### src/rtl/mmac_pkg.sv
package mmac_pkg;

  // bit 0: signed, bit 1: accumulate (decoded from op1 address bits)
  typedef enum logic [1:0] {
    MODE_UMUL = 2'd0,
    MODE_SMUL = 2'd1,
    MODE_UMAC = 2'd2,
    MODE_SMAC = 2'd3
  } mac_mode_e;

  localparam int unsigned REG_ADDR_W = 3;

  localparam logic [REG_ADDR_W-1:0] A_OP2     = 3'd4;
  localparam logic [REG_ADDR_W-1:0] A_RES_LO  = 3'd5;
  localparam logic [REG_ADDR_W-1:0] A_RES_HI  = 3'd6;
  localparam logic [REG_ADDR_W-1:0] A_RES_EXT = 3'd7;

  function automatic logic mode_is_signed(mac_mode_e m);
    return m[0];
  endfunction

  function automatic logic mode_is_accum(mac_mode_e m);
    return m[1];
  endfunction

endpackage

### src/rtl/mmac_opnd_regs.sv
module mmac_opnd_regs
  import mmac_pkg::*;
#(
  parameter int unsigned DATA_W = 16,
  parameter int unsigned BYTE_W = 8
) (
  input  logic                  clk,
  input  logic                  rst,
  input  logic                  wr_en,
  input  logic                  wr_byte,
  input  logic [REG_ADDR_W-1:0] addr,
  input  logic [DATA_W-1:0]     wdata,
  output logic [DATA_W-1:0]     op1,
  output logic [DATA_W-1:0]     op2,
  output logic [DATA_W-1:0]     op2_next,
  output mac_mode_e             mode,
  output logic                  op2_wr
);

  localparam int unsigned PAD_W = DATA_W - BYTE_W;

  logic            op1_wr;
  logic [DATA_W-1:0] op1_next;

  function automatic logic [DATA_W-1:0] widen(logic [DATA_W-1:0] d,
                                              logic byte_mode,
                                              logic sgn);
    logic [DATA_W-1:0] r;
    if (byte_mode) r = {{PAD_W{sgn & d[BYTE_W-1]}}, d[BYTE_W-1:0]};
    else           r = d;
    return r;
  endfunction

  assign op1_wr   = wr_en && (addr[REG_ADDR_W-1] == 1'b0);
  assign op2_wr   = wr_en && (addr == A_OP2);
  assign op1_next = widen(wdata, wr_byte, addr[0]);
  assign op2_next = widen(wdata, wr_byte, mode_is_signed(mode));

  always_ff @(posedge clk) begin
    if (rst) begin
      op1  <= '0;
      op2  <= '0;
      mode <= MODE_UMUL;
    end else begin
      if (op1_wr) begin
        op1  <= op1_next;
        mode <= mac_mode_e'(addr[1:0]);
      end
      if (op2_wr) op2 <= op2_next;
    end
  end


  op1_retained_chk: assert property (@(posedge clk) disable iff (rst)
    op2_wr |=> ($stable(op1) && $stable(mode)))
    else $error("op1 or mode changed on op2-only write");

endmodule

### src/rtl/mmac_datapath.sv
module mmac_datapath
  import mmac_pkg::*;
#(
  parameter int unsigned DATA_W = 16
) (
  input  logic [DATA_W-1:0]   a,
  input  logic [DATA_W-1:0]   b,
  input  mac_mode_e           mode,
  input  logic [2*DATA_W-1:0] acc,
  output logic [2*DATA_W-1:0] res,
  output logic [DATA_W-1:0]   ext
);

  localparam int unsigned RES_W = 2 * DATA_W;

  logic             sgn;
  logic [RES_W-1:0] a_w, b_w, prod;
  logic [RES_W:0]   sum;

  assign sgn  = mode_is_signed(mode);
  assign a_w  = {{DATA_W{sgn & a[DATA_W-1]}}, a};
  assign b_w  = {{DATA_W{sgn & b[DATA_W-1]}}, b};
  assign prod = a_w * b_w;
  assign sum  = {1'b0, acc} + {1'b0, prod};

  always_comb begin
    unique case (mode)
      MODE_UMUL: begin
        res = prod;
        ext = '0;
      end
      MODE_SMUL: begin
        res = prod;
        ext = {DATA_W{prod[RES_W-1]}};
      end
      MODE_UMAC: begin
        res = sum[RES_W-1:0];
        ext = {{(DATA_W-1){1'b0}}, sum[RES_W]};
      end
      default: begin
        res = sum[RES_W-1:0];
        ext = {DATA_W{sum[RES_W-1]}};
      end
    endcase
  end

endmodule

### src/rtl/mmac_result_regs.sv
module mmac_result_regs
  import mmac_pkg::*;
#(
  parameter int unsigned DATA_W = 16,
  parameter int unsigned BYTE_W = 8
) (
  input  logic                  clk,
  input  logic                  rst,
  input  logic                  load,
  input  logic [2*DATA_W-1:0]   new_res,
  input  logic [DATA_W-1:0]     new_ext,
  input  mac_mode_e             mode,
  input  logic                  wr_en,
  input  logic                  wr_byte,
  input  logic                  rd_en,
  input  logic [REG_ADDR_W-1:0] addr,
  input  logic [DATA_W-1:0]     wdata,
  input  logic [DATA_W-1:0]     op1,
  input  logic [DATA_W-1:0]     op2,
  output logic [2*DATA_W-1:0]   acc,
  output logic [DATA_W-1:0]     ext,
  output logic [DATA_W-1:0]     rdata
);

  localparam int unsigned RES_W = 2 * DATA_W;

  logic [DATA_W-1:0] res_lo, res_hi, pre_val;

  assign acc     = {res_hi, res_lo};
  assign pre_val = wr_byte ? {{(DATA_W-BYTE_W){1'b0}}, wdata[BYTE_W-1:0]} : wdata;

  always_ff @(posedge clk) begin
    if (rst) begin
      res_lo <= '0;
      res_hi <= '0;
      ext    <= '0;
    end else if (load) begin
      res_lo <= new_res[DATA_W-1:0];
      res_hi <= new_res[RES_W-1:DATA_W];
      ext    <= new_ext;
    end else if (wr_en) begin
      if (addr == A_RES_LO) res_lo <= pre_val;
      if (addr == A_RES_HI) res_hi <= pre_val;
    end
  end

  always_ff @(posedge clk) begin
    if (rst) begin
      rdata <= '0;
    end else if (rd_en) begin
      unique case (addr)
        A_OP2:     rdata <= op2;
        A_RES_LO:  rdata <= res_lo;
        A_RES_HI:  rdata <= res_hi;
        A_RES_EXT: rdata <= ext;
        default:   rdata <= op1;
      endcase
    end
  end


  reset_clear_chk: assert property (@(posedge clk)
    rst |=> (acc == '0 && ext == '0 && rdata == '0))
    else $error("state not cleared by reset");


  umul_ext_zero_chk: assert property (@(posedge clk) disable iff (rst)
    (load && mode == MODE_UMUL) |=> (ext == '0))
    else $error("extension nonzero after unsigned product");


  smul_ext_sign_chk: assert property (@(posedge clk) disable iff (rst)
    (load && mode == MODE_SMUL) |=> (ext == {DATA_W{res_hi[DATA_W-1]}}))
    else $error("extension does not follow signed product sign");


  umac_carry_chk: assert property (@(posedge clk) disable iff (rst)
    (load && mode == MODE_UMAC) |=> (ext[DATA_W-1:1] == '0))
    else $error("unsigned accumulate extension wider than a carry");


  smac_ext_sign_chk: assert property (@(posedge clk) disable iff (rst)
    (load && mode == MODE_SMAC) |=> (ext == {DATA_W{res_hi[DATA_W-1]}}))
    else $error("extension does not follow accumulated sign");


  ext_write_ignored_chk: assert property (@(posedge clk) disable iff (rst)
    (wr_en && addr == A_RES_EXT) |=> $stable(ext))
    else $error("write to extension word changed it");

endmodule

### src/rtl/mmac_unit.sv
module mmac_unit
  import mmac_pkg::*;
#(
  parameter int unsigned DATA_W = 16,
  parameter int unsigned BYTE_W = 8
) (
  input  logic                  clk,
  input  logic                  rst,
  input  logic                  bus_wr,
  input  logic                  bus_byte,
  input  logic                  bus_rd,
  input  logic [REG_ADDR_W-1:0] bus_addr,
  input  logic [DATA_W-1:0]     bus_wdata,
  output logic [DATA_W-1:0]     bus_rdata
);

  localparam int unsigned RES_W = 2 * DATA_W;

  logic [DATA_W-1:0] op1, op2, op2_next, new_ext, ext;
  logic [RES_W-1:0]  acc, new_res;
  logic              op2_wr;
  mac_mode_e         mode;

  mmac_opnd_regs #(.DATA_W(DATA_W), .BYTE_W(BYTE_W)) u_opnd (
    .clk      (clk),
    .rst      (rst),
    .wr_en    (bus_wr),
    .wr_byte  (bus_byte),
    .addr     (bus_addr),
    .wdata    (bus_wdata),
    .op1      (op1),
    .op2      (op2),
    .op2_next (op2_next),
    .mode     (mode),
    .op2_wr   (op2_wr)
  );

  mmac_datapath #(.DATA_W(DATA_W)) u_dp (
    .a    (op1),
    .b    (op2_next),
    .mode (mode),
    .acc  (acc),
    .res  (new_res),
    .ext  (new_ext)
  );

  mmac_result_regs #(.DATA_W(DATA_W), .BYTE_W(BYTE_W)) u_res (
    .clk     (clk),
    .rst     (rst),
    .load    (op2_wr),
    .new_res (new_res),
    .new_ext (new_ext),
    .mode    (mode),
    .wr_en   (bus_wr),
    .wr_byte (bus_byte),
    .rd_en   (bus_rd),
    .addr    (bus_addr),
    .wdata   (bus_wdata),
    .op1     (op1),
    .op2     (op2),
    .acc     (acc),
    .ext     (ext),
    .rdata   (bus_rdata)
  );

endmodule

### config.mk
export PLATFORM = sky130hd
export DESIGN_NAME = mmac_unit
export DESIGN_NICKNAME = d
export VERILOG_FILES = /design/src/rtl/mmac_pkg.sv /design/src/rtl/mmac_opnd_regs.sv /design/src/rtl/mmac_datapath.sv /design/src/rtl/mmac_result_regs.sv /design/src/rtl/mmac_unit.sv
export SDC_FILE = /design/constraint.sdc
export NUM_CORES = 1
export LEC_CHECK = 0
export ABC_CLOCK_PERIOD_IN_PS = 9600
export BUFFER_PORTS_ARGS = -buffer_cell sky130_fd_sc_hd__buf_2
export CORE_ASPECT_RATIO = 1.25
export CORE_MARGIN = 10
export CORE_UTILIZATION = 45
export CTS_BUF_LIST = sky130_fd_sc_hd__clkbuf_8 sky130_fd_sc_hd__clkbuf_16
export DETAILED_ROUTE_END_ITERATION = 8
export GPL_ROUTABILITY_DRIVEN = 0
export GPL_TIMING_DRIVEN = 0
export PLACE_DENSITY = 0.6
export SLEW_MARGIN = 20
export SYNTH_ARGS = -nofsm -noshare
export SYNTH_HDL_FRONTEND = slang
export SYNTH_SLANG_ARGS = --single-unit
### constraint.sdc
create_clock -name clk -period 9.6 [get_ports clk]
set_input_delay 2.4 -clock clk [delete_from_list [all_inputs] [get_ports clk]]
set_output_delay 2.4 -clock clk [all_outputs]
set_load 0.005 [all_outputs]
### Word level (Yosys, flattened, before mapping)

Cells that the tools add are included.

| storage, ports and cells | value |
|---|---|
| flip-flop bits (word level) | 98 |
| word-level logic and storage cells | 41 |

| cells by class | value |
|---|---|
| add/sub/neg operators | 1 |
| multiplexer cells | 12 |
| reductions and logical operators | 9 |
| $mul | 1 |
| equal/unequal tests | 6 |
| bitwise logic cells | 5 |

Operator list:

| kind | count |
|---|---|
| 16-bit 2-to-1 mux | 9 |
| 16-bit case mux with 4 select lines | 1 |
| 16-bit case mux with 3 select lines | 1 |
| 32-bit by 32-bit adder with 33-bit output | 1 |
| 17-bit by 17-bit multiplier with 32-bit output | 1 |
| 32-bit 2-to-1 mux | 1 |
| 3-bit equality test, second input constant | 4 |
| 2-bit nonzero test | 3 |
| 1-bit AND | 4 |
| 2-bit AND reduction | 2 |
| 2-bit by 1-bit equality test with 1-bit output, second input constant | 1 |
| 2-bit equality test, second input constant | 1 |
| 1-bit logical AND | 2 |
| 2-bit logical NOT | 1 |
| 2-bit OR reduction | 1 |
| 1-bit inverter | 1 |

### Longest topological paths before layout

| depth | value |
|---|---|
| depth in word-level cells | 7 |
| depth in mapped cells | 35 |
| depth with buffers taken out | 32 |

### By module

Synthesis repeated with hierarchy kept, for this count alone.

| unflattened totals | value |
|---|---|
| cells, all modules | 1924 |
| area total of the unflattened synthesis | 17028.8 µm² |

Modules (own cells, without submodules):

| module | cells each | instances | area an instance (µm²) |
|---|---|---|---|
| mmac_datapath | 1432 | 1 | 12456.9 |
| mmac_result_regs | 339 | 1 | 3166.8 |
| mmac_opnd_regs | 153 | 1 | 1405.1 |

### Least setup slack after synthesis

No wires, ideal clock.

| path | value |
|---|---|
| path type | input port to flip-flop |
| from | input port bus_byte |
| to | register u_res.res_hi[14] |
| setup time | 117 ps |
| cell stages on the path | 34 |
| setup slack | -349 ps |
| data arrival time | 9832 ps |
| cell sequence | clkbuf_1 nand2b_1 nand2_1 clkbuf_1 nand2_1 fa_1 inv_1 fa_1 inv_1 fa_1 inv_1 fa_1 fa_1 inv_1 fa_1 inv_1 ha_1 nand2_1 o21a_1 o21a_1 a211oi_1 o21ai_1 a21boi_0 nor2_1 ha_1 buf_2 and3_1 a211o_1 nor2_1 a31oi_2 a31oi_4 o21ai_2 or4_1 a32o_1 |

| on the way | value |
|---|---|
| cells in the longest elaborated chain, start to end | 6 |
| elaborated cells on any way between the ends | 9 |
| those cells by class | add/sub: 1; mul: 1; mux: 6; bitwise: 1 |

RTL lines:

| what | line | RTL |
|---|---|---|
| start: declaration | mmac_unit.sv:10 | `input logic bus_byte,` |
| 16-bit 2-to-1 mux | mmac_opnd_regs.sv:29 | `if (byte_mode) r = {{PAD_W{sgn & d[BYTE_W-1]}}, d[BYTE_W-1:0]};` |
| 1-bit AND | mmac_datapath.sv:22 | `assign b_w = {{DATA_W{sgn & b[DATA_W-1]}}, b};` |
| 17-bit by 17-bit multiplier with 32-bit output | mmac_datapath.sv:23 | `assign prod = a_w * b_w;` |
| 32-bit by 32-bit adder with 33-bit output | mmac_datapath.sv:24 | `assign sum = {1'b0, acc} + {1'b0, prod};` |
| 32-bit 2-to-1 mux | mmac_datapath.sv:27 | `unique case (mode)` |
| 16-bit 2-to-1 mux * | mmac_result_regs.sv:37 | `end else if (load) begin` |
| end signal: assignment | mmac_result_regs.sv:39 | `res_hi <= new_res[RES_W-1:DATA_W];` |
| end signal: assignment | mmac_result_regs.sv:43 | `if (addr == A_RES_HI) res_hi <= pre_val;` |
| end: declaration | mmac_result_regs.sv:27 | `logic [DATA_W-1:0] res_lo, res_hi, pre_val;` |

Every way passes the cells marked *; elsewhere a longest branch is shown, timed or not. The select of a mux whose other input is x is not followed.
A chain may end at the register's enable or synchronous reset.

### Final worst setup path

| path | value |
|---|---|
| from | input port bus_byte |
| to | register u_res.ext[14] |

| on the way | value |
|---|---|
| cells in the longest elaborated chain, start to end | 5 |

RTL lines:

| what | line | RTL |
|---|---|---|
| 16-bit 2-to-1 mux * | mmac_opnd_regs.sv:29 |  |
| 1-bit AND | mmac_datapath.sv:22 |  |
| 17-bit by 17-bit multiplier with 32-bit output * | mmac_datapath.sv:23 |  |
| 32-bit by 32-bit adder with 33-bit output | mmac_datapath.sv:24 |  |
| 16-bit case mux with 3 select lines * | mmac_datapath.sv:27 |  |
| end signal: assignment | mmac_result_regs.sv:40 | `ext <= new_ext;` |
| end: declaration | mmac_result_regs.sv:21 | `output logic [DATA_W-1:0] ext,` |

Every way passes the cells marked *; elsewhere a longest branch is shown, timed or not.

==> impl_metrics.py <==
metrics = {
    "route": {
        "drt_wl_total_um": 57030,
        "wl_per_cell_um": 21.81,
        "drt_iter0_drc": 1322,
        "drtPass1Iterations": 6,
        "vias_per_cell": 5.647,
        "via_count": 14770,
        "drc": 0,
        "final_antenna_net_count": 0,
    },
    "cts": {
        "clkSlewWorstSetupHoldPaths_ps": 70,
        "clock-sinks": 84,
        "clockBufferDepth": 2,
        "cts_tree": "yes",
        "root_buffer": "clkbuf_16",
        "insertion_delay_ps": 370,
        "numCtsBuffers": 9,
        "cts.htree.levels": 3,
    },
    "sta": {
        "drv_slew": 0,
        "fin_crit_ps": 9823,
        "hold_viol": 0,
        "worst_pin_slew_ps": 862.7,
        "max_slew_margin_pct": 42.27,
        "skew_ps": 11.36,
        "finalCritPeriodShare_pct": 102.3,
        "max_freq_mhz": 101.8,
        "setup_slack_ps": -222.6,
        "whs_ps": 457.5,
        "setup_viol_count_final": 8,
        "rsz0062_at_grt": "true",
    },
    "placement": {
        "hpwl_um": 44620,
        "io_buffer_count": 36,
        "placed_area_um2": 17560,
    },
    "synth": {
        "synth_nets": 2430,
        "yosysTopAreaCell": "fa_1",
        "yosysSeqAreaShare_pct": 10.11,
        "ys_ff_latch": 84,
        "netlist_area_um2": 16630,
        "synthTopCellsByCount": "inv_1, fa_1, nand2_1",
        "synth-edff-count": 0,
        "synth_top_area_share_pct": 34.07,
        "syn_avg_cell_area_um2": 8.286,
        "syn_inst": 2007,
        "ys_warn_count": 0,
        "synthArstFlopShare_pct": 0,
        "ys_top_cells_by_area": "fa_1, dfxtp_1, ha_1, inv_1, nand2_1",
        "synth.distinct_cells": 84,
        "yosysMostFrequentCell": "inv_1",
        "ys.flop_type": "dfxtp_1",
    },
    "outcome": {
        "violations": "setup timing",
        "status": "complete, but fails checks",
    },
    "setup_path": {
        "slowest_delay_ps": 570,
        "rr_worst_depth": 29,
        "crit_fanout": 6,
        "r2r_setup_slack_ps": 830,
        "end_kind": "register",
        "cp.required_ps": 9830,
        "r2r-end": "u_res.ext[14]",
        "cpMaxStageDelayCell": "fa_1",
        "worstPathArrival_ps": 10050,
        "cpMostUsedCell": "fa_1",
        "path_class": "primary input to register",
        "crit_path_start_kind": "primary input",
        "regToRegStartpoint": "u_opnd.op1[5]",
    },
    "hold_path": {
        "whs_endpoint": "u_opnd.op2[4]",
        "hold-path-cell-count": 2,
        "hold_path.class": "register to register",
        "worst_hold_startpoint": "u_opnd.op2[4]",
    },
    "floorplanning": {
        "start_util_pct": 45.68,
        "rows": 78,
        "die_y_um": 234.9,
        "die-area_um2": 45090,
        "core_um2": 36400,
        "pin_count": 40,
        "die_w_um": 191.9,
    },
    "cells_and_area": {
        "nets": 2551,
        "seq_area_um2": 1682,
        "final_area_um2": 19690,
        "multi_input_area_um2": 14260,
        "fillers": 3378,
        "syn_to_final_growth_pct": 18.41,
        "drive_above_1_share_pct": 15.14,
    },
    "power_and_ir_drop": {
        "p_clk_share_pct": 14.8,
        "combPwrFrac_pct": 69.4,
        "power.density_nw_per_um2": 122.7,
        "vdd_drop_max_v": 0.0001535,
        "switchingPower_w": 0.001162,
        "p_int_w": 0.001254,
        "p_sw_share_pct": 48.09,
        "p_leak_nw": 9.255,
        "pwr-share-seq_pct": 15.7,
    },
    "global_routing": {
        "grt-ovfl-total": 0,
        "antenna_found_initial": 0,
        "grtUsageTotal_pct": 25.12,
        "grt_pass1_wl_um": 87820,
        "first_global_vias": 15160,
        "grt_max_degree": 22,
    },
    "flow_run": {
        "drv_cap": 0,
    },
}
-- worst max-delay path, delay by kind of cell --
family | cells | cell delay [ps]
AOI/OAI and AO/OA | 6 | 1530
xor gates and xnor gates | 1 | 260
adders and majority gates | 8 | 3710
buffers and inverters | 6 | 540
and+or+nand+nor | 10 | 1610
-- worst max-delay path by stage --
| stage | start | to | slack (ps) | cells past startpoint |
|---|---|---|---|---|
| global route | bus_byte | u_res.ext[14] | -440 | 31 |
| global placement | bus_wdata[5] | u_res.ext[14] | -2130 | 31 |
| CTS | bus_byte | u_res.ext[14] | -260 | 31 |
| finish | bus_byte | u_res.ext[14] | -220 | 31 |
| detailed placement | bus_wdata[3] | u_res.ext[14] | -2220 | 31 |
| floorplan | bus_byte | u_res.res_hi[14] | -0.8 | 32 |
-- registers in the layout, indices dropped and copies added, names as in the netlist --
register and count:
u_res.rdata 16, u_res.ext 2, u_opnd.op1 16, u_opnd.op2 16, u_opnd.mode 2, u_res.res_lo 16
u_res.res_hi 16
-- what timing repair did --
action / 4_1_cts / 5_1_grt
pin swaps: 66 / 81
setup buffers: 54 / 30
cloned: 2 / 1
gates resized for setup: 137 / 97
hold buffers: 0 / 0
setup endpoints to repair: 19 / 18
-- power by group through the flow --
stage | combinational, W | clock, W | sequential [W]
4_1_cts | 0.00144 | 0.000354 | 0.000379
3_3_place_gp | 0.00121 | 0 | 0.000386
2_1_floorplan | 0.000889 | 0 | 0.000380
3_5_place_dp | 0.00123 | 0 | 0.000386
6_report | 0.00168 | 0.000359 | 0.000380
5_1_grt | 0.00181 | 0.000367 | 0.000381
-- logic make-up (layout without fill, tap and decap cells) --
logic type / after synthesis / in the layout / synth area share, %
DFF: 84 / 84 / 10.11
adders and majority gates: 399 / 399 / 42.80
other: 0 / 2 / 0
buffers and inverters: 454 / 580 / 10.31
AOI/OAI and AO/OA: 331 / 331 / 13.39
xor gates and xnor gates: 54 / 54 / 2.844
and+or+nand+nor: 643 / 643 / 17.94
muxes: 42 / 42 / 2.618
-- metal layers --
| layer | part of all wire [%] | vias to the layer above | track usage [%] |
|---|---|---|---|
| li1 | - | 6632 | - |
| met1 | 39 | 7291 | 31.49 |
| met2 | 49 | 672 | 41.56 |
| met3 | 6.6 | 171 | 3.553 |
| met4 | 5.2 | 0 | 11.82 |
| met5 | 0 | - | 0 |
-- cell type report --
type | instances | area share [%]
multi-input combinational | 1469 | 72.42
sequential | 84 | 8.540
inverter | 341 | 6.519
timing repair buffer | 122 | 4.886
buffer | 101 | 3.082
tap | 480 | 3.050
clock buffer | 10 | 1.214
clock inverter | 6 | 0.2669
antenna | 2 | 0.02542
-- per-stage QoR --
stage | setup slack (ps) | instances | total power (W) | TNS [ps] | util (%)
2_1_floorplan | -0.8091 | 2007 | 0.001269 | -0.8091 | -
3_3_place_gp | -2134 | 2523 | 0.001599 | -26090 | 48.24
3_5_place_dp | -2220 | 2523 | 0.001612 | -26310 | 48.25
4_1_cts | -258.1 | 2583 | 0.002175 | -1206 | 52.20
5_1_grt | -442.9 | 2613 | 0.002556 | -2559 | 54.08
6_report | -222.6 | 2615 | 0.002416 | -843.9 | 54.09
-- placed cells by master, fill, tap and decap left out, types with 9 or more instances in the layout --
| cell | count |
|---|---|
| clkbuf_1 | 75 |
| inv_1 | 324 |
| a211oi_1 | 29 |
| buf_1 | 9 |
| nand2_1 | 253 |
| o211ai_1 | 15 |
| mux2i_1 | 39 |
| dfxtp_1 | 84 |
| and2_1 | 117 |
| and3_1 | 10 |
| nor2_1 | 135 |
| clkbuf_16 | 17 |
| xnor2_1 | 30 |
| a21oi_1 | 97 |
| o21ai_0 | 25 |
| o22ai_1 | 16 |
| fa_1 | 275 |
| ha_4 | 17 |
| xor2_1 | 12 |
| nor3_1 | 22 |
| buf_4 | 79 |
| a21o_1 | 19 |
| nand3_1 | 15 |
| buf_2 | 32 |
| ha_1 | 95 |
| o21ai_1 | 9 |
| inv_2 | 15 |
| a21oi_2 | 12 |
Power figures use the tool's default switching activity.
